<file path="config.mk">
export PLATFORM = sky130hd
export DESIGN_NAME = ref_period_calc
export DESIGN_NICKNAME = d
export VERILOG_FILES = /design/src/rtl/period_calc_pkg.sv /design/src/rtl/pll_period_unit.sv /design/src/rtl/uart_period_sel.sv /design/src/rtl/ref_period_calc.sv
export SDC_FILE = /design/constraint.sdc
export NUM_CORES = 2
export LEC_CHECK = 0
export ABC_AREA = 1
export BUFFER_PORTS_ARGS = -buffer_cell sky130_fd_sc_hd__clkbuf_2
export CAP_MARGIN = 20
export CORE_UTILIZATION = 60
export CTS_BUF_LIST = sky130_fd_sc_hd__clkbuf_8
export DETAILED_ROUTE_END_ITERATION = 12
export GPL_TIMING_DRIVEN = 0
export PLACE_DENSITY = 0.81
export SLEW_MARGIN = 10
export SYNTH_ARGS = -nofsm -noshare
export SYNTH_HDL_FRONTEND = slang
export SYNTH_HIERARCHICAL = 1
export SYNTH_SLANG_ARGS = --single-unit
</file>
<file path="constraint.sdc">
create_clock -name clk_i -period 11.76 [get_ports clk_i]
set_input_delay 3.528 -clock clk_i [delete_from_list [all_inputs] [get_ports clk_i]]
set_output_delay 3.528 -clock clk_i [all_outputs]
set_load 0.02 [all_outputs]
</file>
<file path="src/rtl/period_calc_pkg.sv">
package period_calc_pkg;

    localparam int NUM_PLL  = 3;
    localparam int NUM_UART = 2;

    // PLL control word fields
    localparam int PLL_RST_BIT   = 0;
    localparam int PLL_PWRDN_BIT = 1;
    localparam int PLL_BYP_BIT   = 4;
    localparam int PLL_MULT_LSB  = 12;
    localparam int PLL_MULT_W    = 7;

    // UART clock control word fields
    localparam int UART_EN_LSB  = 0;
    localparam int UART_SEL_LSB = 4;
    localparam int UART_SEL_W   = 2;
    localparam int UART_DIV_LSB = 8;
    localparam int UART_DIV_W   = 6;

    typedef enum logic [1:0] {
        PLL_IO  = 2'd0,
        PLL_ARM = 2'd1,
        PLL_DDR = 2'd2
    } pll_id_e;

    typedef enum logic [1:0] {
        CALC_IDLE = 2'd0,
        CALC_LOAD = 2'd1,
        CALC_RUN  = 2'd2
    } calc_state_e;

    typedef enum logic [1:0] {
        PM_BYPASS = 2'd0,
        PM_OFF    = 2'd1,
        PM_DIVIDE = 2'd2
    } pll_mode_e;

endpackage

</file>
<file path="src/rtl/pll_period_unit.sv">
module pll_period_unit
    import period_calc_pkg::*;
#(
    parameter int W  = 32,
    parameter int MW = PLL_MULT_W
) (
    input  logic          clk_i,
    input  logic          rst_ni,
    input  logic          launch_i,
    input  logic [W-1:0]  ref_i,
    input  logic          bypass_i,
    input  logic          off_i,
    input  logic [MW-1:0] mult_i,
    output logic [W-1:0]  period_o,
    output logic          done_o
);

    localparam int CW = $clog2(W + 1);

    typedef struct packed {
        pll_mode_e     mode;
        logic          run;
        logic          done;
        logic [CW-1:0] cnt;
        logic [MW-1:0] rem;
        logic [MW-1:0] div;
        logic [W-1:0]  quo;
        logic [W-1:0]  period;
    } unit_state_t;

    unit_state_t s_d, s_q;

    logic [MW:0]  shifted;
    logic [MW:0]  trial;
    logic         borrow;
    logic [W-1:0] quo_next;

    always_comb begin
        shifted  = {s_q.rem, s_q.quo[W-1]};
        trial    = shifted - {1'b0, s_q.div};
        borrow   = trial[MW];
        quo_next = {s_q.quo[W-2:0], ~borrow};

        s_d      = s_q;
        s_d.done = 1'b0;

        if (launch_i) begin
            // bypass outranks every other control bit
            if (bypass_i) begin
                s_d.mode = PM_BYPASS;
            end else if (off_i || (mult_i == '0)) begin
                s_d.mode = PM_OFF;
            end else begin
                s_d.mode = PM_DIVIDE;
            end
            s_d.quo    = ref_i;
            s_d.rem    = '0;
            s_d.div    = mult_i;
            s_d.cnt    = CW'(W);
            s_d.run    = 1'b1;
            s_d.period = bypass_i ? ref_i : '0;
        end else if (s_q.run) begin
            s_d.rem = borrow ? shifted[MW-1:0] : trial[MW-1:0];
            s_d.quo = quo_next;
            s_d.cnt = s_q.cnt - 1'b1;
            if (s_q.cnt == CW'(1)) begin
                s_d.run  = 1'b0;
                s_d.done = 1'b1;
                if (s_q.mode == PM_DIVIDE) begin
                    s_d.period = quo_next;
                end
            end
        end
    end

    always_ff @(posedge clk_i or negedge rst_ni) begin
        if (!rst_ni) begin
            s_q <= '{mode: PM_OFF, default: '0};
        end else begin
            s_q <= s_d;
        end
    end

    assign period_o = s_q.period;
    assign done_o   = s_q.done;

endmodule

</file>
<file path="src/rtl/uart_period_sel.sv">
module uart_period_sel
    import period_calc_pkg::*;
#(
    parameter int W = 32
) (
    input  logic                  enable_i,
    input  logic [UART_SEL_W-1:0] src_i,
    input  logic [UART_DIV_W-1:0] div_i,
    input  logic [W-1:0]          io_i,
    input  logic [W-1:0]          arm_i,
    input  logic [W-1:0]          ddr_i,
    output logic [W-1:0]          period_o
);

    localparam int PW = W + UART_DIV_W;

    logic [W-1:0]          src_period;
    logic [UART_DIV_W-1:0] factor;
    logic [PW-1:0]         product;

    always_comb begin
        unique case (src_i)
            2'd2:    src_period = arm_i;
            2'd3:    src_period = ddr_i;
            default: src_period = io_i;   // codes 0 and 1
        endcase

        factor  = (div_i == '0) ? UART_DIV_W'(1) : div_i;
        product = PW'(src_period) * PW'(factor);

        if (!enable_i) begin
            period_o = '0;
        end else if (product[PW-1:W] != '0) begin
            period_o = '1;
        end else begin
            period_o = product[W-1:0];
        end
    end

endmodule

</file>
<file path="src/rtl/ref_period_calc.sv">
module ref_period_calc
    import period_calc_pkg::*;
#(
    parameter int W      = 32,
    parameter int CTRL_W = 32
) (
    input  logic              clk_i,
    input  logic              rst_ni,
    input  logic [W-1:0]      ref_period_i,
    input  logic              cfg_wr_i,
    input  logic [CTRL_W-1:0] io_pll_ctrl_i,
    input  logic [CTRL_W-1:0] arm_pll_ctrl_i,
    input  logic [CTRL_W-1:0] ddr_pll_ctrl_i,
    input  logic [CTRL_W-1:0] uart_ctrl_i,
    output logic [W-1:0]      io_period_o,
    output logic [W-1:0]      arm_period_o,
    output logic [W-1:0]      ddr_period_o,
    output logic [W-1:0]      uart0_period_o,
    output logic [W-1:0]      uart1_period_o,
    output logic              done_o
);

    typedef struct packed {
        calc_state_e                    state;
        logic                           pending;
        logic [W-1:0]                   snap_ref;
        logic [NUM_PLL-1:0][CTRL_W-1:0] snap_pll;
        logic [CTRL_W-1:0]              snap_uart;
        logic [NUM_PLL-1:0][W-1:0]      pll_out;
        logic [NUM_UART-1:0][W-1:0]     uart_out;
        logic                           done;
    } calc_state_t;

    calc_state_t s_d, s_q;

    logic                           launch;
    logic                           trigger;
    logic [W-1:0]                   snap_ref;
    logic [NUM_PLL-1:0][CTRL_W-1:0] snap_pll;
    logic [CTRL_W-1:0]              snap_uart;
    logic [NUM_PLL-1:0][W-1:0]      pll_period;
    logic [NUM_PLL-1:0]             pll_done;
    logic [NUM_UART-1:0][W-1:0]     uart_period;
    logic [NUM_PLL-1:0][W-1:0]      pll_res;
    logic [NUM_UART-1:0][W-1:0]     uart_res;
    logic                           unused_uart_bits;

    assign snap_ref  = s_q.snap_ref;
    assign snap_pll  = s_q.snap_pll;
    assign snap_uart = s_q.snap_uart;
    assign launch    = (s_q.state == CALC_LOAD);
    assign trigger   = s_q.pending || cfg_wr_i || (ref_period_i != s_q.snap_ref);

    always_comb begin
        s_d      = s_q;
        s_d.done = 1'b0;
        unique case (s_q.state)
            CALC_IDLE: begin
                if (trigger) begin
                    s_d.snap_ref          = ref_period_i;
                    s_d.snap_pll[PLL_IO]  = io_pll_ctrl_i;
                    s_d.snap_pll[PLL_ARM] = arm_pll_ctrl_i;
                    s_d.snap_pll[PLL_DDR] = ddr_pll_ctrl_i;
                    s_d.snap_uart         = uart_ctrl_i;
                    s_d.pending           = 1'b0;
                    s_d.state             = CALC_LOAD;
                end
            end
            CALC_LOAD: begin
                s_d.pending = s_q.pending || cfg_wr_i;
                s_d.state   = CALC_RUN;
            end
            CALC_RUN: begin
                s_d.pending = s_q.pending || cfg_wr_i;
                if (&pll_done) begin
                    s_d.pll_out  = pll_period;
                    s_d.uart_out = uart_period;
                    s_d.done     = 1'b1;
                    s_d.state    = CALC_IDLE;
                end
            end
            default: s_d.state = CALC_IDLE;
        endcase
    end

    always_ff @(posedge clk_i or negedge rst_ni) begin
        if (!rst_ni) begin
            s_q <= '{state: CALC_IDLE, pending: 1'b1, default: '0};
        end else begin
            s_q <= s_d;
        end
    end

    for (genvar i = 0; i < NUM_PLL; i++) begin : g_pll
        logic unused_pll_bits;
        assign unused_pll_bits = ^{snap_pll[i][CTRL_W-1:PLL_MULT_LSB+PLL_MULT_W],
                                   snap_pll[i][PLL_MULT_LSB-1:PLL_BYP_BIT+1],
                                   snap_pll[i][PLL_BYP_BIT-1:PLL_PWRDN_BIT+1]};

        pll_period_unit #(
            .W  (W),
            .MW (PLL_MULT_W)
        ) u_pll (
            .clk_i    (clk_i),
            .rst_ni   (rst_ni),
            .launch_i (launch),
            .ref_i    (snap_ref),
            .bypass_i (snap_pll[i][PLL_BYP_BIT]),
            .off_i    (snap_pll[i][PLL_RST_BIT] | snap_pll[i][PLL_PWRDN_BIT]),
            .mult_i   (snap_pll[i][PLL_MULT_LSB +: PLL_MULT_W]),
            .period_o (pll_period[i]),
            .done_o   (pll_done[i])
        );
    end

    for (genvar c = 0; c < NUM_UART; c++) begin : g_uart
        uart_period_sel #(
            .W (W)
        ) u_sel (
            .enable_i (snap_uart[UART_EN_LSB + c]),
            .src_i    (snap_uart[UART_SEL_LSB +: UART_SEL_W]),
            .div_i    (snap_uart[UART_DIV_LSB +: UART_DIV_W]),
            .io_i     (pll_period[PLL_IO]),
            .arm_i    (pll_period[PLL_ARM]),
            .ddr_i    (pll_period[PLL_DDR]),
            .period_o (uart_period[c])
        );
    end

    assign unused_uart_bits = ^{snap_uart[CTRL_W-1:UART_DIV_LSB+UART_DIV_W],
                                snap_uart[UART_DIV_LSB-1:UART_SEL_LSB+UART_SEL_W],
                                snap_uart[UART_SEL_LSB-1:UART_EN_LSB+NUM_UART]};

    assign pll_res        = s_q.pll_out;
    assign uart_res       = s_q.uart_out;
    assign io_period_o    = pll_res[PLL_IO];
    assign arm_period_o   = pll_res[PLL_ARM];
    assign ddr_period_o   = pll_res[PLL_DDR];
    assign uart0_period_o = uart_res[0];
    assign uart1_period_o = uart_res[1];
    assign done_o         = s_q.done;

endmodule

</file>
# Word level (Yosys, flattened, before mapping)
# Cells that the tools add are included.
word_totals:
  inputBits: 163
  regBits: 588
  elab_cells: 143
  out_inout_bits: 161
op_classes:
  n_eq_ne: 13
  add_sub_neg: 6
  bitwise_logic: 6
  muxes: 50
  mul: 1
  n_reduce_logical: 30
op_table:
  columns: ["op", "count"]
  rows:
  - ["$mux W32", 12]
  - ["$mux W64", 6]
  - ["$mux W163", 1]
  - ["$pmux W32 S2", 1]
  - ["$mux W15", 3]
  - ["$mux W13", 3]
  - ["$mul A32 B6 Y38", 1]
  - ["$ne A32 B32 Y1", 1]
  - ["$sub A8 B7 Y8", 3]
  - ["$logic_not A7 Y1", 3]
  - ["$mux W7", 3]
  - ["$mux W2", 10]
  - ["$reduce_bool A2 Y1", 10]
  - ["$eq A6 B1 Y1 const B", 3]
  - ["$sub A6 B1 Y6 const B", 3]
  - ["$eq A2 B2 Y1 const B", 6]
  - ["$reduce_and A3 Y1", 4]
  - ["$mux W1", 8]
  - ["$logic_not A6 Y1", 1]
  - ["$mux W6", 1]
  - ["$pmux W2 S3", 1]
  - ["$reduce_and A2 Y1", 3]
  - ["$reduce_bool A6 Y1", 1]
  - ["$logic_or A1 B1 Y1", 5]
  - ["8 further kinds", 13]

# Logic depth before layout (Yosys ltp)
depth:
  depth_word: 6
  mapped_depth: 33
  depth_no_buf: 30

# Modules after synthesis
# Netlist, hierarchy kept.
modules_own_cells:
  columns: ["module", "cells_each", "area_each_um2", "instances"]
  rows:
  - ["pll_period_unit", 580, 4633.2, 3]
  - ["ref_period_calc", 948, 10674.0, 1]
  - ["uart_period_sel at g_uart[0].u_sel", 1226, 7886.3, 1]
  - ["uart_period_sel at g_uart[1].u_sel", 1220, 7706.1, 1]

# Least setup slack after synthesis
# No wires, ideal clock.
synth_path:
  path_kind: "register -> register"
  startpoint: "register s_q (netlist bit snap_uart[5])"
  endpoint: "register s_q (netlist bit uart0_period_o[10])"
  t_arrival_ns: 4.829
  synth_period_minus_slack_ns: 4.954
  t_required_ns: 11.635
  stages_incl_launch_ff: 29
  setup_ns: 0.125
  setup_slack_ns: 6.806
  cell_sequence: "dfrtp_1 clkbuf_1 nand2_1 clkbuf_1 o22a_1 o21a_1 inv_1 nor2_1 fa_1 fa_1 inv_1 fa_1 inv_1 ha_1 or2_2 nand3_1 nand2_1 nand2_1 nand2_2 nand2_2 nand3_1 nand2_2 nand2_4 nor2_8 buf_12 nand3_2 nand2_1 inv_1 mux2_2"
synth_rtl:
  columns: ["item", "line_no", "text"]
  rows:
  - ["from (decl)", "ref_period_calc.sv:34", "calc_state_t s_d, s_q;"]
  - ["from (signal assigned)", "ref_period_calc.sv:88", "s_q <= '{state: CALC_IDLE, pending: 1'b1, default: '0};"]
  - ["from (signal assigned)", "ref_period_calc.sv:90", "s_q <= s_d;"]

==> summary.md <==
| Metric | Value |
|---|---|
| Outcome | finished with violations |
| Failing checks | DRC |
| #FFs+latches synth | 500 |
| RSZ-0062 raised after global routing | false |
| Final Slew Violations | 0 |
| TritonCTS clock tree | yes |
| Postcts setup bufs | 0 |
| Initial DRC Count | 3314 |
| Min Hold Slack | about 470 ps |
| Area grow syn2layout | 10.63% |
| Syn Nets | 5664 |
| Commonest non-fill, non-tap cell in the layout | nand2_1 |
| Crit path DAT | 6740 ps |
| Clock Skew | 35.30 ps |
| FF-to-FF path depth | 27 |
| Final worst path period need | roughly 6000 ps |
| Synth warnings | 6 |
| DR vias | ~35000 |
| Ys flop type | dfrtp_1 |
| Vias in the first global route | 33630 |
| Worst-Margin Slew | a little under 900 ps |
| Die Wd | around 260 um |
| Latest clock arrival within the worst-skew pair | 710 ps |
| Delay of the slowest critical-path stage | 550 ps |
| Drt drc | 12 |
| Post-cts sizing count | 0 |
| Remaining Overflow, GRT | 0 |
| Syn Inst Count | 5134 |
| First-pass GRT wire length | 182500 um |
| Critical path class | flip-flop to flip-flop |
| Core area | about 66000 sq um |
| Cell Area, Placed | 42570 sq um |
| CP Max Fanout | 10 |
| Area of the die | 67980 sq um |
| Post-route ant nets | 0 |
| Post-synthesis cell type count | 52 |
| Worst r2r dst | uart1_period_o[18]$_DFFE_PN0P_ |
| CTS max path bufs | 3 |
| Register area share after synthesis | 0.3116 |
| # clock sinks | 500 |
| Initial antenna violation count | 3 |
| Share of cells above drive strength 1 | 0.1894 |
| WL per Instance | about 18 um |
| Period utilisation layout | 0.5246 |
| Netlist Area Pre-Place | 40170 sq um |
| Worst endpoint required time | about 12000 ps |
| Fmax | 162.1 MHz |
| IO Port Bufs | 235 |
| CP max stage cell | fa_1 |
| TNS Setup | 0 ps |
| Total GRT Usage | 0.3495 |
| Fillers | 5524 |
| Detailed Route WL | 116900 um |
| Worst relative slew slack | 0.4196 |
| Syn Area/Cell | 7.824 sq um |
| HP Class | flip-flop to flip-flop |
| Clock transition at the registers of the reported paths | 70 ps |
| Most frequent CP cell | nand2_1 |
| Vias/cell | 5.398 |
| Num rows | 94 |
| Root Driver | clkbuf_8 |
| GPL Wtd Cong | 0.9875 |
| Initial Utilization | 0.6088 |
| Commonest cells after routing, fill and taps aside | nand2_1, inv_1, dfrtp_1 |
| # H-tree levels | 3 |
| Crit. path cell count | 27 |
| CTS Buf Count | 87 |
| Max_cap viols | 0 |
| Die Span Y | between 200 and 300 um |
| Largest net degree at the start of global routing | around 110 |
| Final setup vio count | 0 |
| CP startpoint | snap_uart[5]$_DFFE_PN0P_ |
| IO Count | roughly 320 |
| Top delay family on crit path | adder cells |
| # hold bufs at CTS | 0 |
| CP bufs+invs | 7 |
| Hpwl dp | 93500 um |
| CP startpoint kind | flip-flop |
| CP Capture Type | flip-flop |
| Fin nets | 5993 |
| Async set-or-reset flop fraction in the synthesized netlist | 1.000 |
| Post-Layout Inst Area | approximately 44000 sq um |
| Critical R2R Launch | snap_uart[5]$_DFFE_PN0P_ |
| Setup crit end | uart1_period_o[18]$_DFFE_PN0P_ |
| Drt pass-1 iters | 12 |
| Post-synth EDFFs | 0 |
| Fin. Hold Viols | 0 |
| R2R setup slack | 5590 ps |
per-stage QoR:
step | setup slack [ps] | utilization | cells
2_1_floorplan | 6806 | - | 5134
3_3_place_gp | -4374 | 0.6430 | 6233
3_5_place_dp | 5774 | 0.6452 | 6238
4_1_cts | 5749 | 0.6734 | 6396
5_1_grt | 5232 | 0.6735 | 6397
6_report | 5591 | 0.6735 | 6397
Yosys cell counts, types with 62 or more instances:
cell      count  area (sq um)
nand2_1    1124          4219
inv_1       975          3660
ha_1        122          1526
xnor2_1      62         543.0
nor2_1      441          1655
mux2_2      160          1802
nand3_1     266          1331
buf_4       261          1959
clkbuf_1     82         307.8
dfrtp_1     496         12410
o21a_1       62         465.5
o22a_1       62         543.0
o21ai_0     267          1336
a21oi_1     102         510.5
fa_1        245          4905
logic make-up after synthesis:
group                      share of synthesized area
AOI/OAI and AO/OA                            0.08535
xor gates and xnor gates                     0.01592
adders and majority gates                     0.1601
buffers and inverters                         0.1661
DFF                                           0.3116
muxes                                        0.04486
and+or+nand+nor                               0.2160
worst min path at each step:
stage,from,end,slack [ps],cells past startpoint
after global routing,s_q[193]$_DFFE_PN0P_,s_q[193]$_DFFE_PN0P_,480,2
after CTS,s_q[225]$_DFFE_PN0P_,s_q[225]$_DFFE_PN0P_,470,2
after floorplan,s_q[193]$_DFFE_PN0P_,s_q[193]$_DFFE_PN0P_,430,2
after global placement,s_q[194]$_DFFE_PN0P_,s_q[194]$_DFFE_PN0P_,450,2
after detailed placement,s_q[225]$_DFFE_PN0P_,s_q[225]$_DFFE_PN0P_,450,2
final,s_q[225]$_DFFE_PN0P_,s_q[225]$_DFFE_PN0P_,470,2
area by class of cell:
cell class / instances / area [sq um] / area share
flip-flops and latches: 500 / 12520 / 0.2817
plain buffers: 444 / 2933 / 0.06600
diodes: 1 / 2.502 / 0.00005631
inverters: 996 / 3739 / 0.08413
multi-input cells: 3194 / 20980 / 0.4721
repair buffers: 240 / 1323 / 0.02976
clock inverters: 48 / 347.8 / 0.007828
clock buffers: 110 / 1514 / 0.03407
well taps: 864 / 1081 / 0.02433
registers in the layout (all words and copies together) (netlist names), 33 cells and up:
register	cells
g_pll.u_pll/s_q	72
s_q	33
g_pll.u_pll/period_o	96
g_pll.u_pll/quo_next	93
worst reg2reg max path, delay by kind of cell, from the launching register on:
| kind | cells | cell delay [ps] |
|---|---|---|
| AOI/OAI and AO/OA | 2 | 450 |
| adders and majority gates | 4 | 1900 |
| buffers and inverters | 7 | 1200 |
| DFF | 1 | 400 |
| muxes | 1 | 250 |
| and+or+nand+nor | 13 | 1880 |
layer usage:
layer / wire (um) / GRT usage / up-vias
li1: - / - / 16170
met1: 46820 / 0.4595 / 16440
met2: 52900 / 0.5535 / 1567
met3: 10180 / 0.06158 / 347
met4: 6921 / 0.1826 / 4
met5: 30 / 0 / -
Power is not shown: default switching activity piles up to over one toggle a cycle in this logic, so the estimate is an artifact.
